File: src/rtl/refsel_pkg.sv
package refsel_pkg;
  typedef enum logic [1:0] {
    SRC_NONE = 2'd0,
    SRC_LINE = 2'd1,
    SRC_SYNC = 2'd2
  } src_e;

  typedef enum logic [1:0] {
    CMD_TRACK  = 2'd0,
    CMD_CENTRE = 2'd1,
    CMD_FREEZE = 2'd2
  } osc_cmd_e;
endpackage

File: src/rtl/refsel_sync.sv
// Multi-stage synchroniser for one asynchronous level.
module refsel_sync #(
  parameter int STAGES = 2
) (
  input  logic clk,
  input  logic rst,
  input  logic async_i,
  output logic sync_o
);
  logic [STAGES-1:0] chain;

  always_ff @(posedge clk) begin
    if (rst) chain <= '0;
    else     chain <= {chain[STAGES-2:0], async_i};
  end

  assign sync_o = chain[STAGES-1];
endmodule

File: src/rtl/refsel_monitor.sv
// Missing-period watcher and requalifier for one reference candidate.
module refsel_monitor #(
  parameter int CW          = 9,
  parameter int TOL         = 1,
  parameter int MISS_LIMIT  = 4,
  parameter int GOOD_NEEDED = 2
) (
  input  logic          clk,
  input  logic          rst,
  input  logic          lvl_i,
  input  logic [CW-1:0] period_i,
  output logic          valid_o
);
  localparam int GW = $clog2(GOOD_NEEDED + 1);

  logic          prev;
  logic          rise;
  logic [CW-1:0] since;
  logic [CW-1:0] lost_at;
  logic [CW-1:0] meas;
  logic          in_tol;
  logic [GW-1:0] good;

  assign rise    = lvl_i & ~prev;
  assign lost_at = period_i * CW'(MISS_LIMIT);
  assign meas    = since + CW'(1);
  assign in_tol  = (since < lost_at) &&
                   (meas + CW'(TOL) >= period_i) &&
                   (meas <= period_i + CW'(TOL));

  always_ff @(posedge clk) begin
    if (rst) begin
      prev    <= 1'b0;
      since   <= '1;
      good    <= '0;
      valid_o <= 1'b0;
    end else begin
      prev <= lvl_i;
      if (rise) begin
        since <= '0;
        if (!valid_o) begin
          if (in_tol) begin
            if (good == GW'(GOOD_NEEDED - 1)) begin
              valid_o <= 1'b1;
              good    <= '0;
            end else begin
              good <= good + GW'(1);
            end
          end else begin
            good <= '0;
          end
        end
      end else begin
        if (since < lost_at) since <= since + CW'(1);
        if (valid_o && since == lost_at - CW'(1)) begin
          valid_o <= 1'b0;
          good    <= '0;
        end
      end
    end
  end
endmodule

File: src/rtl/refsel_arbiter.sv
// Source choice and registered oscillator commands.
module refsel_arbiter
  import refsel_pkg::*;
(
  input  logic       clk,
  input  logic       rst,
  input  logic       master_i,
  input  logic       auto_sw_dis_i,
  input  logic       centre_en_i,
  input  logic       los_s_i,
  input  logic       line_ok_i,
  input  logic       sync_ok_i,
  output src_e       src_o,
  output logic       regulate_o,
  output osc_cmd_e   cmd_o,
  output logic       reselect_o
);
  src_e src_nxt;
  logic ok_nxt;

  always_comb begin
    if (master_i)                      src_nxt = SRC_SYNC;
    else if (los_s_i && !auto_sw_dis_i) src_nxt = SRC_SYNC;
    else                               src_nxt = SRC_LINE;
    ok_nxt = (src_nxt == SRC_SYNC) ? sync_ok_i : line_ok_i;
  end

  always_ff @(posedge clk) begin
    if (rst) begin
      src_o      <= SRC_NONE;
      regulate_o <= 1'b0;
      cmd_o      <= CMD_CENTRE;
      reselect_o <= 1'b0;
    end else begin
      src_o      <= src_nxt;
      reselect_o <= (src_nxt != src_o);
      regulate_o <= ok_nxt;
      if (ok_nxt)           cmd_o <= CMD_TRACK;
      else if (centre_en_i) cmd_o <= CMD_CENTRE;
      else                  cmd_o <= CMD_FREEZE;
    end
  end
endmodule

File: src/rtl/refsel_ctrl.sv
module refsel_ctrl
  import refsel_pkg::*;
#(
  parameter int LINE_PERIOD = 8,
  parameter int SLOW_PERIOD = 32,
  parameter int TOL         = 1,
  parameter int MISS_LIMIT  = 4,
  parameter int GOOD_NEEDED = 2,
  parameter int SYNC_STAGES = 2
) (
  input  logic       clk,
  input  logic       rst,
  input  logic       master_i,
  input  logic       auto_sw_dis_i,
  input  logic       centre_en_i,
  input  logic       sync_8k_i,
  input  logic       line_clk_i,
  input  logic       sync_clk_i,
  input  logic       los_i,
  output logic [1:0] src_sel_o,
  output logic       regulate_o,
  output logic [1:0] osc_cmd_o,
  output logic       reselect_o
);
  localparam int MAXP = (SLOW_PERIOD > LINE_PERIOD) ? SLOW_PERIOD : LINE_PERIOD;
  localparam int CW   = $clog2(MISS_LIMIT * MAXP + TOL + 2) + 1;
  localparam int NIN  = 3;

  logic [NIN-1:0] raw_in;
  logic [NIN-1:0] syn_in;
  logic [CW-1:0]  per_ref [2];
  logic [1:0]     ok;
  src_e           src;
  osc_cmd_e       cmd;

  assign raw_in = {los_i, sync_clk_i, line_clk_i};

  for (genvar g = 0; g < NIN; g++) begin : g_sync
    refsel_sync #(.STAGES(SYNC_STAGES)) u_sync (
      .clk(clk), .rst(rst), .async_i(raw_in[g]), .sync_o(syn_in[g])
    );
  end

  assign per_ref[0] = CW'(LINE_PERIOD);
  assign per_ref[1] = (master_i && sync_8k_i) ? CW'(SLOW_PERIOD) : CW'(LINE_PERIOD);

  for (genvar g = 0; g < 2; g++) begin : g_mon
    refsel_monitor #(
      .CW(CW), .TOL(TOL), .MISS_LIMIT(MISS_LIMIT), .GOOD_NEEDED(GOOD_NEEDED)
    ) u_mon (
      .clk(clk), .rst(rst), .lvl_i(syn_in[g]), .period_i(per_ref[g]),
      .valid_o(ok[g])
    );
  end

  refsel_arbiter u_arb (
    .clk(clk), .rst(rst), .master_i(master_i), .auto_sw_dis_i(auto_sw_dis_i),
    .centre_en_i(centre_en_i), .los_s_i(syn_in[2]), .line_ok_i(ok[0]),
    .sync_ok_i(ok[1]), .src_o(src), .regulate_o(regulate_o), .cmd_o(cmd),
    .reselect_o(reselect_o)
  );

  assign src_sel_o = src;
  assign osc_cmd_o = cmd;
endmodule

File: config.mk
export PLATFORM = sky130hd
export DESIGN_NAME = refsel_ctrl
export DESIGN_NICKNAME = d
export VERILOG_FILES = /design/src/rtl/refsel_pkg.sv /design/src/rtl/refsel_sync.sv /design/src/rtl/refsel_monitor.sv /design/src/rtl/refsel_arbiter.sv /design/src/rtl/refsel_ctrl.sv
export SDC_FILE = /design/constraint.sdc
export NUM_CORES = 1
export LEC_CHECK = 0
export ABC_CLOCK_PERIOD_IN_PS = 3670
export CAP_MARGIN = 20
export CORE_AREA = 10 10 73 91
export CTS_BUF_LIST = sky130_fd_sc_hd__clkbuf_16
export DETAILED_ROUTE_END_ITERATION = 16
export DIE_AREA = 0 0 83 101
export DONT_BUFFER_PORTS = 1
export HOLD_SLACK_MARGIN = 0.02
export SYNTH_ARGS = -nofsm -noshare
export SYNTH_HDL_FRONTEND = slang
export SYNTH_SLANG_ARGS = --single-unit
File: constraint.sdc
create_clock -name clk -period 3.67 [get_ports clk]
set_clock_uncertainty 0.1 [all_clocks]
set_input_delay 0.367 -clock clk [delete_from_list [all_inputs] [get_ports clk]]
set_output_delay 0.367 -clock clk [all_outputs]
set_load 0.03 [all_outputs]
==> run metrics <==
status=finished clean; Mapped Avg Cell Area=8.93 µm²; Placed Cells=275; Synth top area share=38.0%; DRT Pass-1 Iters=4; die area=8380 µm²; Non-Filler Instances=283; Die X-Extent=83 µm; Post-CTS Setup Inserts=0; final core occ=43.8%; RePlAce Congestion=0.777; CTS max path bufs=2; setup violators final=0; Worst Hold Class=primary input to flop; clock sinks=38; average routed wire per standard cell=13.5 µm; Yosys reg bits=38; antenna fix cells=0; Netlist cell types=45; area of the mapped netlist=2000 µm²; Synth Flop Type=dfxtp_1; RSZ-0062 raised after global routing=no; CP Class=flop to flop; Final min period=3.04 ns; final slew viol count=0; crit start category=flop; Core Rows=29; post-route cell area=2160 µm²; worst-path fanout max=5; Crit path arrival time=3.17 ns; TritonCTS Buffers=5; synth top area cells=dfxtp_1 38%, ha_1 7.5%, xnor2_1 4.8%; max cap viols=0; Area after DPL=2020 µm²; max incr delay on CP=0.52 ns; Final TNS setup=0 ns; Peak VDD IR=0.000373 V; P_leak=0.890 nW; vias in the first global route=1,510; Post-Syn Instances=224; CP Capture Type=flop; WP data required=3.79 ns; syn nets=245; PortBufs=0; clock share of power=38.6%; Boundary Pins=15; Synthesis Warnings=0; vias=1,464; period utilization=82.8%; Worst slew margin=55.7%; Final Net Count=241; Max Clk Rate=329 MHz; # resized after CTS=0; final hold violations=0; most frequent CP cell=ha_1; first-pass GRT wire length=6700 µm; # DRC=0; share of layout cells above drive strength 1=6.33%; Via density=5.17; clock-pin slew on the worst setup and hold paths=0.05 ns; DRT Wirelength=3830 µm; initial core utilization=40.5%; switching part of the total=26.5%; root buffer cell=clkbuf_16; grt total ovfl=0; Flop pwr share=45.3%; kind of cell adding the most delay to the critical path=simple AND/OR/NAND/NOR gates; Final Power=1.03 mW; power density over cell area=475 nW/µm²; pin count of the biggest net entering global routing=23; worst slew pin tran=0.663 ns; NetSw=0.272 mW; register area share after synthesis=38.0%; DRT antenna net count=0; Buf/Inv on CP=0; gr usage total=9.55%; hpwl dp=2750 µm; core area=4930 µm²; CP max-delay cell=or4b_1; Area growth, synth to finish=8.00%; crit-path cells=ha_1 -> nand4_1 -> xnor2_1 -> ha_1 -> or4b_1 -> a21oi_1 -> o211ai_1 -> or4b_4 -> a211oi_1 -> a21o_1; most frequent cells in the layout=38 x dfxtp_1, 18 x o21ai_0, 15 x nand2_1; Pint=0.754 mW; TritonCTS clock tree=built; most common cell after layout, fill and taps aside=dfxtp_1; antenna violations before repair=0; number of synthesized flops with an enable pin=0; Die H=101 µm; Post-CTS Hold Buffers=0; ys async rst share=0%; Initial DRC Count=48; H-tree Lvls=2; clk_lat worst skew=0.28 ns; post-synth top area cell=dfxtp_1; combinational power share=16.1%
## worst reg2reg max path, delay by kind of cell, from the launching register on
| family | cells | cell delay, ns |
|---|---|---|
| fa+ha+maj | 2 | 0.48 |
| simple gates | 3 | 1.17 |
| xor+xnor | 1 | 0.22 |
| flops | 1 | 0.42 |
| compound gates | 4 | 0.60 |
## power by group through the flow
stage          logic [mW]  clock network, mW  registers [mW]
2_1_floorplan       0.149                  0           0.460
3_3_place_gp        0.166                  0           0.473
3_5_place_dp        0.165                  0           0.473
4_1_cts             0.167              0.412           0.464
5_1_grt             0.190              0.425           0.468
6_report            0.166              0.396           0.465
## synth_stat cells (4+ instances only)
master	count
nand2_1	15
dfxtp_1	38
a21oi_1	8
xnor2_1	11
xor2_1	11
o21ai_0	18
nand3_1	8
nor2b_1	11
ha_1	12
inv_1	11
o21a_1	4
nand4_1	5
nor2_1	13
clkbuf_1	9
## metrics by stage
stage	setup slack, ns	hold WS, ns
after floorplan	0.868	0.314
after CTS	0.633	0.0445
after global placement	0.613	0.315
after detailed placement	0.657	0.320
after global routing	0.451	0.0418
final	0.630	0.0528
## routing by layer
| metal | part of all wire [%] | vias up | track usage, % |
|---|---|---|---|
| li1 | - | 767 | - |
| met1 | 46 | 679 | 10.3 |
| met2 | 49 | 12 | 16.7 |
| met3 | 2.8 | 6 | 2.99 |
| met4 | 1.9 | 0 | 4.33 |
| met5 | 0 | - | 0 |
## registers in the layout, indices dropped and copies added (netlist names)
name,cells
g_mon.u_mon.good,4
g_sync.u_sync.chain,6
u_arb.src_o,2
u_arb.reselect_o,1
u_arb.cmd_o,2
g_mon.u_mon.since,18
g_mon.u_mon.prev,2
g_mon.u_mon.valid_o,2
u_arb.regulate_o,1
## cell families after synthesis
group | synth area share, %
adder cells (fa/ha/maj) | 7.50
AND/OR/NAND/NOR | 22.2
flip-flops | 38.0
AO/OA/AOI/OAI | 16.3
XOR/XNOR | 9.63
multiplexers | 1.56
buffers and inverters | 4.82
## final timing paths
kind,start,end,slack [ns],depth (start not counted)
max,g_mon[1].u_mon.since[2],g_mon[1].u_mon.valid_o,0.63,10
min,rst,g_mon[1].u_mon.prev,0.05,1
max reg2reg,g_mon[1].u_mon.since[2],g_mon[1].u_mon.valid_o,0.63,10
min reg2reg,g_sync[2].u_sync.chain[0],g_sync[2].u_sync.chain[1],0.33,1
## cell type report
class / count / area, µm²
Sequential cell: 38 / 761
Inverter: 11 / 41.3
Fill cell: 514 / 2770
Clock buffer: 5 / 125
Multi-Input combinational cell: 164 / 1140
Clock inverter: 3 / 12.5
Tap cell: 62 / 77.6
Note: power is estimated with default switching activity, not from simulation.
